[src/rtl/pdiv_pkg.sv]
package pdiv_pkg;
  localparam int unsigned PDIV_CW = 5;

  typedef struct packed {
    logic [PDIV_CW-1:0] hi_len;
    logic [PDIV_CW-1:0] lo_len;
    logic [PDIV_CW-1:0] delay;
    logic               start_high;
    logic               bypass;
    logic               dcc_en;
  } pdiv_cfg_t;
endpackage

[src/rtl/pdiv_stage.sv]
module pdiv_stage
  import pdiv_pkg::*;
#(
  parameter int unsigned CW = PDIV_CW
) (
  input  logic      clk,
  input  logic      rst_n,
  input  logic      sync,
  input  logic      tick,
  input  pdiv_cfg_t cfg,
  output logic      lvl,
  output logic      run,
  output logic      wrap,
  output logic      start_q,
  output logic      bypass_q,
  output logic      dcc_act
);
  pdiv_cfg_t     cfg_q;
  logic          armed;
  logic [CW-1:0] phase_cnt;
  logic [CW-1:0] seg_cnt;
  logic [CW:0]   hi_plus1;
  logic          active;

  assign active   = armed && !sync;
  assign start_q  = cfg_q.start_high;
  assign bypass_q = cfg_q.bypass;
  assign hi_plus1 = {1'b0, cfg_q.hi_len} + {{CW{1'b0}}, 1'b1};
  assign dcc_act  = cfg_q.dcc_en && (hi_plus1 == {1'b0, cfg_q.lo_len});

  // a new period begins (entry into the start level) at the coming edge
  always_comb begin
    if (cfg_q.bypass) wrap = active && tick;
    else wrap = active && tick && (phase_cnt == '0) && (seg_cnt == '0)
                && (lvl != cfg_q.start_high);
  end

  always_ff @(posedge clk or negedge rst_n) begin
    if (!rst_n) begin
      cfg_q     <= '0;
      armed     <= 1'b0;
      run       <= 1'b0;
      lvl       <= 1'b0;
      phase_cnt <= '0;
      seg_cnt   <= '0;
    end else if (sync) begin
      cfg_q     <= cfg;
      armed     <= 1'b1;
      run       <= 1'b0;
      lvl       <= cfg.start_high;
      phase_cnt <= cfg.delay;
      seg_cnt   <= cfg.start_high ? cfg.hi_len : cfg.lo_len;
    end else if (armed) begin
      run <= 1'b1;
      if (tick && !cfg_q.bypass) begin
        if (phase_cnt != '0) begin
          phase_cnt <= phase_cnt - 1'b1;
        end else if (seg_cnt != '0) begin
          seg_cnt <= seg_cnt - 1'b1;
        end else begin
          lvl     <= !lvl;
          seg_cnt <= lvl ? cfg_q.lo_len : cfg_q.hi_len;
        end
      end
    end
  end

  // sync forces the start level and stops the running state
  a_r2_sync_level: assert property (@(posedge clk) disable iff (!rst_n)
    sync |=> (lvl == start_q) && !run);

  // the segment counter never exceeds the length of the current level
  a_r3_seg_bound: assert property (@(posedge clk) disable iff (!rst_n)
    (armed && !cfg_q.bypass) |-> (seg_cnt <= (lvl ? cfg_q.hi_len : cfg_q.lo_len)));

  // a wrap always lands in the start level
  a_r4_wrap_into_start: assert property (@(posedge clk) disable iff (!rst_n)
    (wrap && !cfg_q.bypass) |=> (lvl == start_q));

  // while the delay counts down the level does not move
  a_r5_delay_hold: assert property (@(posedge clk) disable iff (!rst_n)
    (active && tick && !cfg_q.bypass && (phase_cnt != '0)) |=> $stable(lvl));

  // settings are frozen outside sync
  a_r9_cfg_frozen: assert property (@(posedge clk) disable iff (!rst_n)
    (!sync) |=> $stable(cfg_q));

  // the level only steps on a tick
  a_r10_step_on_tick: assert property (@(posedge clk) disable iff (!rst_n)
    (!sync && !tick) |=> $stable(lvl));
endmodule

[src/rtl/pdiv_outsel.sv]
module pdiv_outsel (
  input  logic clk,
  input  logic rst_n,
  input  logic src,
  input  logic lvl,
  input  logic run,
  input  logic start_q,
  input  logic bypass_q,
  input  logic dcc_act,
  output logic out
);
  logic lvl_neg;

  // half-cycle delayed copy used to stretch the high part
  always_ff @(negedge clk or negedge rst_n) begin
    if (!rst_n) lvl_neg <= 1'b0;
    else        lvl_neg <= lvl;
  end

  always_comb begin
    if (bypass_q) out = run ? src : start_q;
    else          out = lvl | (dcc_act & lvl_neg);
  end

  // the stretched output is high whenever the level register is
  a_r6_stretch_keeps_high: assert property (@(negedge clk) disable iff (!rst_n)
    (!bypass_q && dcc_act && $past(lvl)) |-> lvl_neg);
endmodule

[src/rtl/pdiv_clock_divider.sv]
module pdiv_clock_divider
  import pdiv_pkg::*;
#(
  parameter bit CASCADE = 1'b1
) (
  input  logic               clk,
  input  logic               rst_n,
  input  logic               sync,
  input  logic [PDIV_CW-1:0] cfg_hi_len,
  input  logic [PDIV_CW-1:0] cfg_lo_len,
  input  logic [PDIV_CW-1:0] cfg_delay,
  input  logic               cfg_start_high,
  input  logic               cfg_bypass,
  input  logic               cfg_dcc_en,
  input  logic [PDIV_CW-1:0] cfg2_hi_len,
  input  logic [PDIV_CW-1:0] cfg2_lo_len,
  input  logic               cfg2_bypass,
  output logic               clk_out
);
  localparam int unsigned CW = PDIV_CW;

  pdiv_cfg_t cfg1;
  logic lvl1, run1, wrap1, start1, byp1, dcc1, out1;

  always_comb begin
    cfg1.hi_len     = cfg_hi_len;
    cfg1.lo_len     = cfg_lo_len;
    cfg1.delay      = cfg_delay;
    cfg1.start_high = cfg_start_high;
    cfg1.bypass     = cfg_bypass;
    cfg1.dcc_en     = cfg_dcc_en;
  end

  pdiv_stage #(.CW(CW)) u_stage1 (
    .clk(clk), .rst_n(rst_n), .sync(sync), .tick(1'b1), .cfg(cfg1),
    .lvl(lvl1), .run(run1), .wrap(wrap1), .start_q(start1),
    .bypass_q(byp1), .dcc_act(dcc1)
  );

  pdiv_outsel u_out1 (
    .clk(clk), .rst_n(rst_n), .src(clk), .lvl(lvl1), .run(run1),
    .start_q(start1), .bypass_q(byp1), .dcc_act(dcc1), .out(out1)
  );

  generate
    if (CASCADE) begin : g_chain
      pdiv_cfg_t cfg2;
      logic lvl2, run2, wrap2, start2, byp2, dcc2;

      always_comb begin
        cfg2.hi_len     = cfg2_hi_len;
        cfg2.lo_len     = cfg2_lo_len;
        cfg2.delay      = '0;
        cfg2.start_high = cfg_start_high;
        cfg2.bypass     = cfg2_bypass;
        cfg2.dcc_en     = 1'b0;
      end

      pdiv_stage #(.CW(CW)) u_stage2 (
        .clk(clk), .rst_n(rst_n), .sync(sync), .tick(wrap1), .cfg(cfg2),
        .lvl(lvl2), .run(run2), .wrap(wrap2), .start_q(start2),
        .bypass_q(byp2), .dcc_act(dcc2)
      );

      pdiv_outsel u_out2 (
        .clk(clk), .rst_n(rst_n), .src(out1), .lvl(lvl2), .run(run2),
        .start_q(start2), .bypass_q(byp2), .dcc_act(dcc2), .out(clk_out)
      );

      // the second stage advances only when the first stage wraps
      a_r10_chain_step: assert property (@(posedge clk) disable iff (!rst_n)
        (!sync && !wrap1) |=> $stable(lvl2));
    end else begin : g_single
      assign clk_out = out1;
    end
  endgenerate
endmodule

[config.mk]
export PLATFORM = sky130hd
export DESIGN_NAME = pdiv_clock_divider
export DESIGN_NICKNAME = d
export VERILOG_FILES = /design/src/rtl/pdiv_pkg.sv /design/src/rtl/pdiv_stage.sv /design/src/rtl/pdiv_outsel.sv /design/src/rtl/pdiv_clock_divider.sv
export SDC_FILE = /design/constraint.sdc
export NUM_CORES = 1
export LEC_CHECK = 0
export ABC_CLOCK_PERIOD_IN_PS = 1700
export BUFFER_PORTS_ARGS = -buffer_cell sky130_fd_sc_hd__buf_2
export CAP_MARGIN = 10
export CELL_PAD_IN_SITES_DETAIL_PLACEMENT = 1
export CELL_PAD_IN_SITES_GLOBAL_PLACEMENT = 1
export CORE_MARGIN = 4
export CORE_UTILIZATION = 30
export CTS_CLUSTER_SIZE = 40
export DETAILED_ROUTE_END_ITERATION = 8
export PLACE_DENSITY = 0.67
export SYNTH_ARGS = -nofsm -noshare
export SYNTH_HDL_FRONTEND = slang
export SYNTH_SLANG_ARGS = --single-unit
export TNS_END_PERCENT = 1
[constraint.sdc]
create_clock -name clk -period 1.7 [get_ports clk]
set_input_delay 0.255 -clock clk [delete_from_list [all_inputs] [get_ports clk]]
set_output_delay 0.255 -clock clk [all_outputs]
set_load 0.005 [all_outputs]
==> flow_metrics.py <==
metrics = {
    "timing": {
        "fin_skew_ps": 10.24,
        "rsz0062_at_grt": "yes",
        "hold_violations": 0,
        "finalSetupViolations": 15,
        "fin_ws_ps": -606.1,
        "drv_slew": 0,
        "setup_tns_ps": -1589,
        "tightest_slew_ps": 622.6,
        "whs_ps": 87.09,
        "relSlewSlack": 0.5849,
    },
    "synth": {
        "syn_area_um2": 2826,
        "synth_cell_types": 50,
        "postSynthNetCount": 312,
        "yosysSeqAreaShare": 0.4338,
        "synth_top_area_frac": 0.4250,
        "syn-mean-instance-area_um2": 10.39,
        "synth_area_leaders": "dfrtp_1 42%, mux2_2 12%, mux2i_1 4.6%",
        "yosysTopAreaCell": "dfrtp_1",
        "synth_cells": 272,
        "synth_flop_cell": "dfrtp_1",
        "synth_seq_cells": 49,
        "async_flop_share": 1.000,
        "synth-edff-count": 0,
        "ys_warn_count": 0,
    },
    "cts": {
        "cts-root-buf": "clkbuf_8",
        "cts_tree": "built",
        "numCtsBuffers": 5,
        "clk_pin_slew_ps": 90,
        "ctsHoldBuffers": 0,
        "max-clock-path-buffers": 2,
        "post-cts-setup-buffers": 0,
        "clock_latency_ps": 310,
        "htreeDepth": 2,
    },
    "critical_path": {
        "cp.depth": 4,
        "critPathBufInv": 1,
        "cp_cell_sequence": "nand4_1 -> o21ai_1 -> o221a_2 -> buf_2",
        "slowest_delay_ps": 400,
        "endpoint_kind": "output pin",
        "slowest_stage": "dfrtn_1",
        "arrival_ps": 2050,
        "r2r_end": "g_chain.u_stage2.lvl",
        "crit_fanout": 1,
        "cp-endpoint": "clk_out",
        "critPathKind": "flip-flop to output pin",
        "rr_startpoint": "u_stage1.phase_cnt[1]",
        "worstSetupStartpointType": "flip-flop",
        "crit_path_start": "u_out1.lvl_neg",
        "worstPathRequired_ps": 1440,
        "rrSetupSlack_ps": -160,
        "ff2ff_path_depth": 8,
        "crit_family": "flip-flops",
    },
    "floorplan": {
        "die_height_um": 105.1,
        "die_x_um": 105.1,
        "die_area_um2": 11040,
        "core_area_um2": 9196,
        "num_io_pins": 33,
        "rows": 35,
        "initial_utilization": 0.3073,
    },
    "pwr": {
        "combPwrFrac": 0.320,
        "ir_drop_v": 0.0003974,
        "p_int_mw": 2.333,
        "seqPwrFrac": 0.423,
        "p_leak_nw": 1.555,
        "p_switching_mw": 1.131,
        "p_clk_frac": 0.257,
        "powerDensity_nw_per_um2": 970.0,
        "p_sw_frac": 0.3265,
    },
    "detailed_routing": {
        "routed_via_density": 5.083,
        "drt-wirelength-per-cell_um": 16.32,
        "wl_um": 7277,
        "drtIter0Drc": 92,
        "drcViolationCount": 0,
        "vias": 2267,
        "dr.pass1.iters": 4,
        "postRouteAntennaNets": 0,
    },
    "job": {
        "cap_violations": 0,
    },
    "grt": {
        "grt_use_total": 0.1366,
        "grt_max_degree": 49,
        "grt_pass1_wl_um": 12260,
        "antenna_found_initial": 0,
        "grt-ovfl-total": 0,
        "grt_pass1_vias": 2551,
    },
    "placement": {
        "post-place-ws_ps": -248.1,
        "numPortBuffers": 32,
        "post-dp-hpwl_um": 5395,
        "gp_congestion": 0.7475,
    },
    "finish": {
        "syn2layout_area_growth_pct": 26.34,
        "final_cell_mix": "48 x dfrtp_1, 32 x buf_2, 32 x buf_4, 30 x mux2_2, 21 x nor2_1",
        "fill_cells": 1047,
        "layout-drive-gt1-share": 0.4060,
        "final_common_cell": "dfrtp_1",
        "antenna_cells": 0,
        "num-nets-final": 374,
        "finish.utilization": 0.3883,
    },
    "status": {
        "status": "finished with violations",
        "violations": "setup timing",
    },
    "hold_path": {
        "hold_class": "input pin to asynchronous set/reset pin",
    },
}
[final cells by class]
type | count | area, um^2 | area share
multi-input combinational | 198 | 1597 | 0.4471
sequential | 49 | 1226 | 0.3434
timing repair buffer | 67 | 449.2 | 0.1258
tap | 111 | 138.9 | 0.03889
clock buffer | 7 | 77.57 | 0.02172
clock inverter | 3 | 41.29 | 0.01156
inverter | 11 | 41.29 | 0.01156
[routing by layer]
metal	wire [um]	vias to the layer above	part of all wire	track usage
li1	-	1089	-	-
met1	3085	1141	0.42	0.1595
met2	3922	27	0.54	0.2493
met3	143	10	0.020	0.02471
met4	125	0	0.017	0.04686
met5	0	-	0	0
[power groups by stage]
stage | logic [mW] | clock network [mW] | registers (mW)
final | 1.11 | 0.891 | 1.46
after global routing | 1.23 | 0.965 | 1.49
after CTS | 1.10 | 0.911 | 1.46
after detailed placement | 1.06 | 0.0251 | 1.48
after global placement | 1.02 | 0.0251 | 1.47
after floorplan | 0.654 | 0.0205 | 1.46
[flip-flops by register name, indices dropped and copies added (netlist names), 5 cells and up]
register,flops
u_stage1.cfg_q,11
g_chain.u_stage2.cfg_q,10
g_chain.u_stage2.phase_cnt,5
g_chain.u_stage2.seg_cnt,5
u_stage1.phase_cnt,5
u_stage1.seg_cnt,5
[worst min-delay path by stage]
stage	slack (ps)	end	cells after the start
4_1_cts	110	g_chain.u_stage2.cfg_q[10]	2
5_1_grt	140	g_chain.u_stage2.seg_cnt[2]	2
6_report	90	g_chain.u_stage2.cfg_q[10]	2
3_5_place_dp	450	g_chain.u_stage2.cfg_q[10]	2
3_3_place_gp	460	g_chain.u_stage2.cfg_q[16]	2
2_1_floorplan	-40	g_chain.u_stage2.bypass_q	0
[through the flow]
stage,power [mW],cell area [um^2],std cells
floorplan,2.131,2851,272
global placement,2.519,3374,438
detailed placement,2.570,3374,438
CTS,3.480,3542,446
global route,3.687,3571,446
finish,3.464,3571,446
[cells by family after synthesis]
kind of cell | synth area share
simple gates | 0.1567
flops | 0.4338
compound gates | 0.1173
mux | 0.1656
buf+inv | 0.03541
xor+xnor | 0.05578
fa+ha+maj | 0.03542
[cell usage after synthesis (2+ instances only)]
master / count
dfrtp_1: 48
mux2_2: 30
nor2_1: 24
nand2_1: 19
mux2i_1: 13
inv_1: 12
o21ai_0: 11
nand3_1: 9
xnor2_1: 9
xor2_1: 9
ha_1: 8
nor2b_1: 8
a211oi_1: 6
a21oi_1: 6
clkbuf_1: 6
nor3_1: 6
buf_1: 4
nand4_1: 3
a2111oi_0: 2
a2111oi_2: 2
a311o_1: 2
a31oi_1: 2
a41o_1: 2
buf_2: 2
nand2b_1: 2
nor4b_2: 2
or3_1: 2
[what timing repair did]
item / 4_1_cts / 5_1_grt
pin swaps: 5 / 5
gates resized for setup: 22 / 7
hold endpoints to repair: 0 / 0
endpoints found under the setup margin: 22 / 23
gates cloned: 0 / 0
[worst reg2reg max path: cells and delay by family, from the launching register on]
| family | cells | cell delay, ps |
|---|---|---|
| AOI/OAI and AO/OA | 1 | 310 |
| muxes | 1 | 250 |
| DFF | 1 | 400 |
| buffers and inverters | 2 | 220 |
| and+or+nand+nor | 2 | 300 |
| adders and majority gates | 1 | 140 |
| xor gates and xnor gates | 1 | 130 |
Power figures use the tool's default switching activity.
